<file path="config.mk">
export PLATFORM = sky130hd
export DESIGN_NAME = rx_irq_ctrl
export DESIGN_NICKNAME = d
export VERILOG_FILES = /design/src/rtl/rxi_pkg.sv /design/src/rtl/rxi_cond_classify.sv /design/src/rtl/rxi_arm_track.sv /design/src/rtl/rxi_pend_reg.sv /design/src/rtl/rx_irq_ctrl.sv
export SDC_FILE = /design/constraint.sdc
export NUM_CORES = 1
export LEC_CHECK = 0
export BUFFER_PORTS_ARGS = -buffer_cell sky130_fd_sc_hd__buf_2
export CORE_AREA = 4 4 41 43
export CTS_BUF_LIST = sky130_fd_sc_hd__clkbuf_8 sky130_fd_sc_hd__clkbuf_16
export CTS_CLUSTER_DIAMETER = 50
export DETAILED_ROUTE_END_ITERATION = 10
export DIE_AREA = 0 0 45 47
export GPL_TIMING_DRIVEN = 0
export SYNTH_ARGS = -nofsm -noshare
export SYNTH_HDL_FRONTEND = slang
export SYNTH_HIERARCHICAL = 1
export SYNTH_SLANG_ARGS = --single-unit
</file>
<file path="constraint.sdc">
create_clock -name clk -period 1.49 [get_ports clk]
set_clock_uncertainty 0.05 [all_clocks]
set_input_delay 0.0745 -clock clk [delete_from_list [all_inputs] [get_ports clk]]
set_output_delay 0.0745 -clock clk [all_outputs]
set_load 0.02 [all_outputs]
</file>
<file path="src/rtl/rxi_pkg.sv">
package rxi_pkg;

  localparam int MODE_W = 2;
  localparam int STAT_W = 2;

  typedef enum logic [MODE_W-1:0] {
    RXI_OFF   = 2'b00,
    RXI_FIRST = 2'b01,
    RXI_EVERY = 2'b10,
    RXI_SPEC  = 2'b11
  } rxi_mode_e;

  typedef enum logic [STAT_W-1:0] {
    ST_NONE = 2'b00,
    ST_CHAR = 2'b01,
    ST_SPCL = 2'b10
  } rxi_stat_e;

endpackage

</file>
<file path="src/rtl/rxi_cond_classify.sv">
module rxi_cond_classify (
  input  logic strobe,
  input  logic ovr,
  input  logic frm,
  input  logic par,
  input  logic eof,
  input  logic framed,
  input  logic par_en,
  output logic special
);

  logic frm_hit;
  logic eof_hit;
  logic par_hit;

  always_comb begin
    frm_hit = frm & ~framed;
    eof_hit = eof & framed;
    par_hit = par & par_en;
    special = strobe & (ovr | frm_hit | eof_hit | par_hit);
  end

endmodule

</file>
<file path="src/rtl/rxi_arm_track.sv">
module rxi_arm_track (
  input  logic clk,
  input  logic rst_n,
  input  logic first_mode,
  input  logic strobe,
  input  logic rearm,
  output logic armed
);

  logic armed_q;
  logic armed_d;
  logic armed_en;

  always_comb begin
    armed_en = rearm | (first_mode & strobe);
    armed_d  = rearm;
  end

  always_ff @(posedge clk or negedge rst_n) begin
    if (!rst_n)        armed_q <= 1'b1;
    else if (armed_en) armed_q <= armed_d;
  end

  assign armed = armed_q;

endmodule

</file>
<file path="src/rtl/rxi_pend_reg.sv">
module rxi_pend_reg
  import rxi_pkg::*;
(
  input  logic              clk,
  input  logic              rst_n,
  input  logic              raise,
  input  logic              raise_spcl,
  input  logic              ack,
  output logic              pend,
  output logic [STAT_W-1:0] status
);

  logic      pend_q, pend_d;
  rxi_stat_e stat_q, stat_d;
  logic      upd_en;
  rxi_stat_e new_stat;

  always_comb begin
    new_stat = raise_spcl ? ST_SPCL : ST_CHAR;
    upd_en   = raise | ack;
    pend_d   = pend_q;
    stat_d   = stat_q;
    if (raise) begin
      pend_d = 1'b1;
      if (ack || !pend_q || stat_q != ST_SPCL) stat_d = new_stat;
    end else if (ack) begin
      pend_d = 1'b0;
      stat_d = ST_NONE;
    end
  end

  always_ff @(posedge clk or negedge rst_n) begin
    if (!rst_n) begin
      pend_q <= 1'b0;
      stat_q <= ST_NONE;
    end else if (upd_en) begin
      pend_q <= pend_d;
      stat_q <= stat_d;
    end
  end

  assign pend   = pend_q;
  assign status = stat_q;

endmodule

</file>
<file path="src/rtl/rx_irq_ctrl.sv">
module rx_irq_ctrl
  import rxi_pkg::*;
(
  input  logic              clk,
  input  logic              rst_n,
  input  logic              rx_strobe,
  input  logic              err_overrun,
  input  logic              err_framing,
  input  logic              err_parity,
  input  logic              err_eof,
  input  logic              framed_mode,
  input  logic              parity_special_en,
  input  logic [MODE_W-1:0] irq_mode,
  input  logic              irq_ack,
  input  logic              rearm_cmd,
  output logic              irq_pend,
  output logic [STAT_W-1:0] vec_status
);

  logic      special;
  logic      armed;
  logic      first_mode;
  logic      raise;
  rxi_mode_e mode;

  assign mode       = rxi_mode_e'(irq_mode);
  assign first_mode = (mode == RXI_FIRST);

  rxi_cond_classify u_cls (
    .strobe (rx_strobe),
    .ovr    (err_overrun),
    .frm    (err_framing),
    .par    (err_parity),
    .eof    (err_eof),
    .framed (framed_mode),
    .par_en (parity_special_en),
    .special(special)
  );

  rxi_arm_track u_arm (
    .clk       (clk),
    .rst_n     (rst_n),
    .first_mode(first_mode),
    .strobe    (rx_strobe),
    .rearm     (rearm_cmd),
    .armed     (armed)
  );

  always_comb begin
    case (mode)
      RXI_FIRST: raise = rx_strobe & (armed | special);
      RXI_EVERY: raise = rx_strobe;
      RXI_SPEC:  raise = special;
      default:   raise = 1'b0;
    endcase
  end

  rxi_pend_reg u_pend (
    .clk       (clk),
    .rst_n     (rst_n),
    .raise     (raise),
    .raise_spcl(special),
    .ack       (irq_ack),
    .pend      (irq_pend),
    .status    (vec_status)
  );

endmodule

</file>
## Yosys cells after proc, flatten, opt, wreduce, memory -nomap -nowiden

Index checks and enable logic that the tools add are counted.

- Equal/unequal tests: 5
- Multiplexer cells: 7
- Bitwise gates (word level): 13
- Reduce and logical (&&, ||, !) cells: 6

Operators with widths:

| cell | number |
|---|---|
| $mux W2 | 4 |
| $and A1 B1 Y1 | 6 |
| $or A1 B1 Y1 | 6 |
| $eq A2 B2 Y1 const B | 2 |
| $ne A2 B2 Y1 const B | 2 |
| $pmux W1 S3 | 1 |
| $reduce_and A3 Y1 | 1 |
| $eq A2 B1 Y1 const B | 1 |
| $logic_or A1 B1 Y1 | 2 |
| $mux W1 | 2 |
| $reduce_and A2 Y1 | 1 |
| $reduce_bool A2 Y1 | 1 |
| $logic_not A1 Y1 | 1 |
| $not A1 Y1 | 1 |

- Register bits: 4
- Input port bits: 13
- Output and inout bits: 3
- Word-level logic and storage cells: 34

## Logic depth before layout (Yosys ltp)

Gate-level depths: netlist (run 1).

- Depth after elaboration: 11
- Mapped depth: 6

## Modules after synthesis

Netlist (run 1), hierarchy kept.

Modules (own cells, without submodules):

| module | instances | cells an instance | area an instance (um2) | sequential area each (um2) |
|---|---|---|---|---|
| rxi_pend_reg | 1 | 12 | 141.4 | 75.1 |
| rxi_arm_track | 1 | 3 | 37.5 | 26.3 |
| rx_irq_ctrl | 1 | 6 | 35.0 | 0.0 |
| rxi_cond_classify | 1 | 3 | 22.5 | 0.0 |

## Worst setup path after synthesis (run 1)

OpenSTA, ideal clock, no wires.

- Kind: flip-flop to flip-flop
- Start: register u_arm.armed_q, in the netlist u_arm/armed
- End: register u_pend.stat_q[1], in the netlist u_pend/status[1]
- Data arrival time: 1,127 ps
- Setup slack: 195 ps
- Cell stages (with the launch flop): 5
- Buffers on the path: 0
- Cells stage by stage: dfstp_2 -> a21oi_1 -> o22ai_1 -> a21oi_1 -> a21o_1

- Cells in the longest elaborated chain, start to end: 5

Ends and longest elaborated chain:

| what | line | text |
|---|---|---|
| start: declaration | rxi_arm_track.sv:10 | `logic armed_q;` |
| start signal: assignment | rxi_arm_track.sv:21 | `else if (armed_en) armed_q <= armed_d;` |
| $or A1 B1 Y1 (*) | rx_irq_ctrl.sv:51 | `RXI_FIRST: raise = rx_strobe & (armed \| special);` |
| $and A1 B1 Y1 (*) | rx_irq_ctrl.sv:51 |  |
| $pmux W1 S3 (*) | rx_irq_ctrl.sv:50 | `case (mode)` |
| net raise | rx_irq_ctrl.sv:23 | `logic raise;` |
| $ne A2 B2 Y1 (no source line) (tied with other cells) | - |  |
| $reduce_and A3 Y1 (no source line) | - |  |
| end signal: assignment | rxi_pend_reg.sv:38 | `stat_q <= stat_d;` |
| end: declaration | rxi_pend_reg.sv:14 | `rxi_stat_e stat_q, stat_d;` |

Mark *: on every way through the listed nets, which the timed path passes. The rest lies on a longest branch.
A chain may end at the register's enable or synchronous reset.

## Final worst setup path (run 1)

- Start: register u_arm.armed_q, in the netlist u_arm/armed
- End: register u_pend.stat_q[0], in the netlist u_pend/status[0]

The elaborated chain is that of the path after synthesis.

==> results.json, run 1 <==
{
  "postRouteAntennaNets": 0,
  "post_cts_resized": 0,
  "max_freq_mhz": 712,
  "area_growth_pct": 67.2,
  "cts_tree": "built",
  "synth_top_family_by_area": "compound AO/OA/AOI/OAI gates",
  "path_clk_slew_ns": 0.03,
  "viasPerCell": 4.00,
  "fin_cells": 60,
  "muxShareOfSynthArea_pct": 8.47,
  "worstSkewPairLatency_ns": 0.22,
  "cp_slowest_stage_delay_ns": 0.52,
  "nets": 59,
  "io_buffers": 15,
  "cp_max_fo": 5,
  "r2r-end": "u_pend/status[0]",
  "rsz0062_at_grt": "no",
  "htree_levels": 1,
  "yosysWarningCount": 6,
  "crit_path_start_kind": "register",
  "rrSetupSlack_ns": 0.09,
  "min_period_over_period_pct": 94.2,
  "drv_slew": 0,
  "synthDistinctLibCells": 15,
  "diodes": 0,
  "pre_cts_ws_ns": -0.0443,
  "antenna_found_initial": 0,
  "power_density_nw_per_um2": 1170,
  "hold_buffers": 2,
  "crit_chain": "a21oi_1 > o22ai_1 > a21oi_1 > a211oi_2",
  "dpl.hpwl_um": 485,
  "synth-edff-count": 0,
  "grt_pass1_wl_um": 828,
  "cts_made_buffers": 3,
  "tightest_slew_ns": 0.411,
  "cpMostUsedCell": "a21oi_1",
  "synth-xor-area-share_pct": 0,
  "drtPass1Iterations": 2,
  "cts-root-buf": "clkbuf_8",
  "overflow": 0,
  "first_global_vias": 235,
  "path_class": "reg -> reg",
  "synth.avg_cell_area_um2": 9.85,
  "worstPathArrival_ns": 1.48,
  "fillCellCount": 153,
  "synth_area_leader_cell": "dfrtp_1",
  "grt_max_degree": 6,
  "ys_seq_area_share_pct": 42.9,
  "hold_class": "in -> reg",
  "drt_iter0_drc": 3,
  "synth_area_um2": 236,
  "core-area_um2": 1300,
  "clock_path_buffers": 2,
  "chipWidth_um": 45,
  "period_needed_ns": 1.40,
  "fin_ws_ns": 0.0861,
  "dieArea_um2": 2120,
  "r2r_start": "u_arm/armed",
  "gp_congestion": 0.597,
  "synth_fa_ha_area_share_pct": 0,
  "drive_above_1_share_pct": 48.9,
  "r2r_cells": 4,
  "yosys.area_share.simple_pct": 15.9,
  "setup_viol": 0,
  "status": "complete, no violations",
  "async_reset_ff_share_pct": 100,
  "synth_common_cells": "a21oi_1, dfrtp_1",
  "cp_slowest_cell": "dfstp_2",
  "tns_ns": 0,
  "io_pins": 16,
  "rows": 13,
  "peakVddDrop_mv": 0.488,
  "die_h_um": 47,
  "relSlewSlack_pct": 72.6,
  "crit_end": "u_pend/status[0]",
  "critPathRequiredTime_ns": 1.57,
  "dp.cells": 54,
  "hold_viol": 0,
  "vias": 240,
  "cts_setup_buffers": 0,
  "cts.sinks": 4,
  "wl_per_cell_um": 9.48,
  "track_usage_pct": 5.71,
  "wirelength_um": 569,
  "p_leak_nw": 0.213,
  "crit_path_start": "u_arm/armed",
  "worstSetupEndpointType": "register",
  "drv_cap": 0,
  "yosys.area.top_type_share_pct": 31.7,
  "ys_ff_latch": 4,
  "synthTopCellsByArea": "dfrtp_1, dfstp_2, a21oi_1",
  "syn_inst": 24,
  "syn_nets": 37,
  "synth_compound_gate_area_share_pct": 29.6,
  "fin_util_pct": 30.4,
  "synth_top_flop_cell": "dfrtp_1",
  "drc": 0,
  "start_util_pct": 18.2,
  "yosysMostFrequentCell": "a21oi_1"
}
==> report_power, final <==
group / switching, mW / internal (mW)
Combinational: 0.0468 / 0.0481
Clock: 0.0574 / 0.176
Sequential: 0.0102 / 0.123
==> cell usage in the layout, fill, tap and decap left out <==
| cell | Yosys | final |
|---|---|---|
| buf_2 | 0 | 15 |
| a21oi_1 | 4 | 4 |
| inv_1 | 2 | 3 |
| clkbuf_8 | 0 | 3 |
| dfrtp_1 | 3 | 3 |
| nand2_1 | 2 | 2 |
| mux2i_1 | 2 | 2 |
| dlygate4sd3_1 | 0 | 2 |
| a21o_1 | 2 | 2 |
| nor2b_1 | 1 | 1 |
| o22ai_1 | 1 | 1 |
| dfstp_2 | 1 | 1 |
| a21boi_1 | 1 | 1 |
| nand2b_1 | 1 | 1 |
| nand2b_4 | 1 | 1 |
| nor2_1 | 1 | 1 |
| a211oi_2 | 1 | 1 |
| a21o_2 | 1 | 1 |
==> registers in the layout, summed over array words and instances, names as in the netlist <==
| name | cells |
|---|---|
| u_pend/pend | 1 |
| u_arm/armed | 1 |
| u_pend/status | 2 |
==> worst min path at each step <==
stage | startpoint | to | slack [ns] | depth (start not counted)
3_3_place_gp | rst_n | u_pend/status[1] | -0.17 | 1
2_1_floorplan | rst_n | u_pend/pend | -0.27 | 0
3_5_place_dp | rst_n | u_pend/status[1] | -0.17 | 1
6_report | irq_ack | u_pend/pend | 0.11 | 3
4_1_cts | irq_ack | u_pend/pend | 0.11 | 3
5_1_grt | irq_ack | u_pend/pend | 0.13 | 3
==> worst max-delay path: cells and delay by family, from the launching register on <==
family / cells / cell delay [ns]
compound gates: 4 / 0.74
flops: 1 / 0.52
==> metal layers <==
layer  GRT usage, %  vias up  share of wire (%)
li1               -      127                  -
met1           5.30      103                 37
met5              0        -                  0
met3           1.92        0                 13
met4           7.02        0                  0
met2           9.04       10                 49
==> metrics by stage <==
step	total power [mW]	area, µm²	hold slack, ns
after CTS	0.474	395	0.115
after detailed placement	0.227	330	-0.168
after floorplan	0.189	236	-0.271
final	0.461	395	0.115
after global routing	0.484	395	0.131
after global placement	0.225	330	-0.170
==> cells by family (layout without fill, tap and decap cells) <==
logic type,Yosys count,count (layout)
compound gates,10,10
simple gates,6,6
flops,4,4
mux,2,2
buf+inv,2,23
==> layout make-up <==
cell class / instances / area, µm² / area share (%)
well taps: 15 / 18.8 / 4.75
clock buffers: 3 / 41.3 / 10.4
clock inverters: 1 / 3.75 / 0.949
inverters: 2 / 7.51 / 1.90
multi-input cells: 18 / 128 / 32.3
flip-flops and latches: 4 / 101 / 25.6
repair buffers: 17 / 95.1 / 24.1
No activity file was read; power rests on OpenSTA's default activity.
==> run 2, diff against run 1 <==
- SYNTH_HIERARCHICAL: 1 -> unset
- clock period: 1.49 -> 1.6 ns (I/O delays scaled with it)
==> run 2 against run 1 <==
Compared with the run above: area after synthesis shrank 3.7%; global-route usage grew 0.55 points; largest power group unchanged; via count grew 1.7%; largest cell class unchanged; highest routed layer is now met4; clock power shrank 7%; power shrank 10%; sequential share of layout area grew 1.3 points; sequential power shrank 8%; sequential cell count is the same.
==> results.json, run 2 <==
{
  "antenna_found_initial": 0,
  "largest_reg_flops": 2,
  "async_reset_ff_share_pct": 100,
  "cts_tree": "built",
  "clock_path_buffers": 2,
  "switchingPower_uw": 99.4,
  "hold_buffers": 1,
  "diodes": 0,
  "yosysMostFrequentCell": "o21ai_0",
  "nets": 57,
  "die_h_um": 47,
  "cts.sinks": 4,
  "fin_util_pct": 28.9,
  "htree_levels": 1,
  "status": "complete, no violations",
  "worstHoldStart": "rearm_cmd",
  "path_class": "reg -> reg",
  "dieArea_um2": 2120,
  "synthDistinctLibCells": 15,
  "synth-edff-count": 0,
  "cts_made_buffers": 3,
  "grt_use_met1_pct": 3.68,
  "chipWidth_um": 45,
  "start_util_pct": 17.5,
  "hold_viol": 0,
  "rows": 13,
  "setup_viol": 0,
  "drv_slew": 0,
  "max_freq_mhz": 809,
  "track_usage_pct": 6.26,
  "period_needed_ns": 1.24,
  "final_common_cell": "buf_2",
  "worstSkewPairLatency_ns": 0.21,
  "postRouteAntennaNets": 0,
  "hold_class": "in -> reg",
  "drtPass1Iterations": 2,
  "synth_top_flop_cell": "dfrtp_1",
  "relSlewSlack_pct": 86.0,
  "overflow": 0,
  "tns_ns": 0,
  "power_density_nw_per_um2": 1100,
  "yosys.area.top_type_share_pct": 33.0,
  "use_met2_pct": 12.1,
  "hold_ws_ns": 0.00761,
  "grt-busiest-layer": "met2",
  "synth_area_leader_cell": "dfrtp_1",
  "area_growth_pct": 65.4,
  "gp_congestion": 0.591,
  "io_buffers": 15,
  "ys_seq_area_share_pct": 44.5,
  "synthTopCellsByArea": "dfrtp_1, dfstp_2, o21ai_0",
  "p_int_uw": 315,
  "critPathRequiredTime_ns": 1.65,
  "path_clk_slew_ns": 0.03,
  "drive_above_1_share_pct": 51.2,
  "viasPerCell": 4.21,
  "pre_cts_ws_ns": 0.335,
  "grt_pass1_wl_um": 862,
  "share_comb_of_total_power_pct": 18.4,
  "cts-root-buf": "clkbuf_8",
  "syn_inst": 23,
  "drt_iter0_drc": 1,
  "drv_cap": 0,
  "worstPathArrival_ns": 1.29,
  "power_frac_seq_pct": 29.5,
  "io_pins": 16,
  "ys_ff_latch": 4,
  "crit_path_start": "u_arm.armed",
  "finalPower_uw": 414,
  "peakVddDrop_mv": 0.384,
  "min_period_over_period_pct": 77.3,
  "tightest_slew_ns": 0.207,
  "yosysWarningCount": 0,
  "synth_area_um2": 228,
  "cp_max_fo": 3,
  "fin_ws_ns": 0.364,
  "post_cts_resized": 0,
  "core-area_um2": 1300,
  "cts_setup_buffers": 0,
  "grt_max_degree": 5,
  "wl_per_cell_um": 9.88,
  "vias": 244,
  "mostFrequentLayoutCells": "buf_2, o21ai_0",
  "drc": 0,
  "swShare_pct": 24.0,
  "first_global_vias": 247,
  "synth.avg_cell_area_um2": 9.90,
  "met3_usage_pct": 1.92,
  "crit_path_start_kind": "register",
  "r2r_start": "u_arm.armed",
  "synth_common_cells": "o21ai_0, dfrtp_1, nand2_1, inv_1",
  "wirelength_um": 573,
  "pwr-share-clk_pct": 52.2,
  "syn_nets": 36,
  "p_leak_nw": 0.203,
  "worstSetupEndpointType": "register",
  "rsz0062_at_grt": "no"
}
## run 2: cell type report
| type | count | area [µm²] |
|---|---|---|
| clock buffers | 3 | 41.3 |
| clock inverters | 1 | 3.75 |
| fillers | 157 | 925 |
| inverters | 2 | 7.51 |
| multi-input cells | 17 | 119 |
| flip-flops and latches | 4 | 101 |
| well taps | 15 | 18.8 |
| repair buffers | 16 | 85.1 |
## run 2: path summary, 6_finish.rpt
check | slack [ns] | depth (start not counted) | to
max in group asynchronous | 1.15 | 2 | u_arm.armed
hold reg to reg | 0.45 | 2 | u_arm.armed
setup reg to reg | 0.36 | 4 | u_pend.status[0]
min in group asynchronous | 0.15 | 2 | u_pend.status[1]
hold / removal | 0.008 | 2 | u_arm.armed
setup / recovery | 0.36 | 4 | u_pend.status[0]
## run 2: per-stage QoR
step / cell area [µm²] / std cells
after floorplan: 228 / 23
final: 377 / 58
after global routing: 377 / 58
after global placement: 322 / 53
after detailed placement: 322 / 53
after CTS: 377 / 58
## run 2: power groups by stage
stage,Combinational [mW],Sequential (mW),Clock [mW]
3_3_place_gp,0.0736,0.123,0
5_1_grt,0.0849,0.123,0.229
3_5_place_dp,0.0763,0.123,0
6_report,0.0760,0.122,0.216
4_1_cts,0.0785,0.122,0.223
2_1_floorplan,0.0281,0.135,0
## run 2: worst max-delay path: stages (launching register included)
cell	delay [ns]
dfstp_2	0.35
and3b_1	0.16
o21ai_0	0.21
o21ai_1	0.14
o211a_1	0.22
## run 2: logic make-up (layout without fill, tap and decap cells)
| family | after synthesis | count (layout) | synth area share [%] |
|---|---|---|---|
| buffers and inverters | 2 | 22 | 3.30 |
| DFF | 4 | 4 | 44.5 |
| AOI/OAI and AO/OA | 9 | 9 | 28.0 |
| and+or+nand+nor | 7 | 7 | 17.6 |
| muxes | 1 | 1 | 6.59 |
## run 2: layer usage
layer / up-vias / wire [µm]
met1: 108 / 161
li1: 122 / -
met4: 0 / 14
met3: 2 / 87
met2: 12 / 310
met5: - / 0
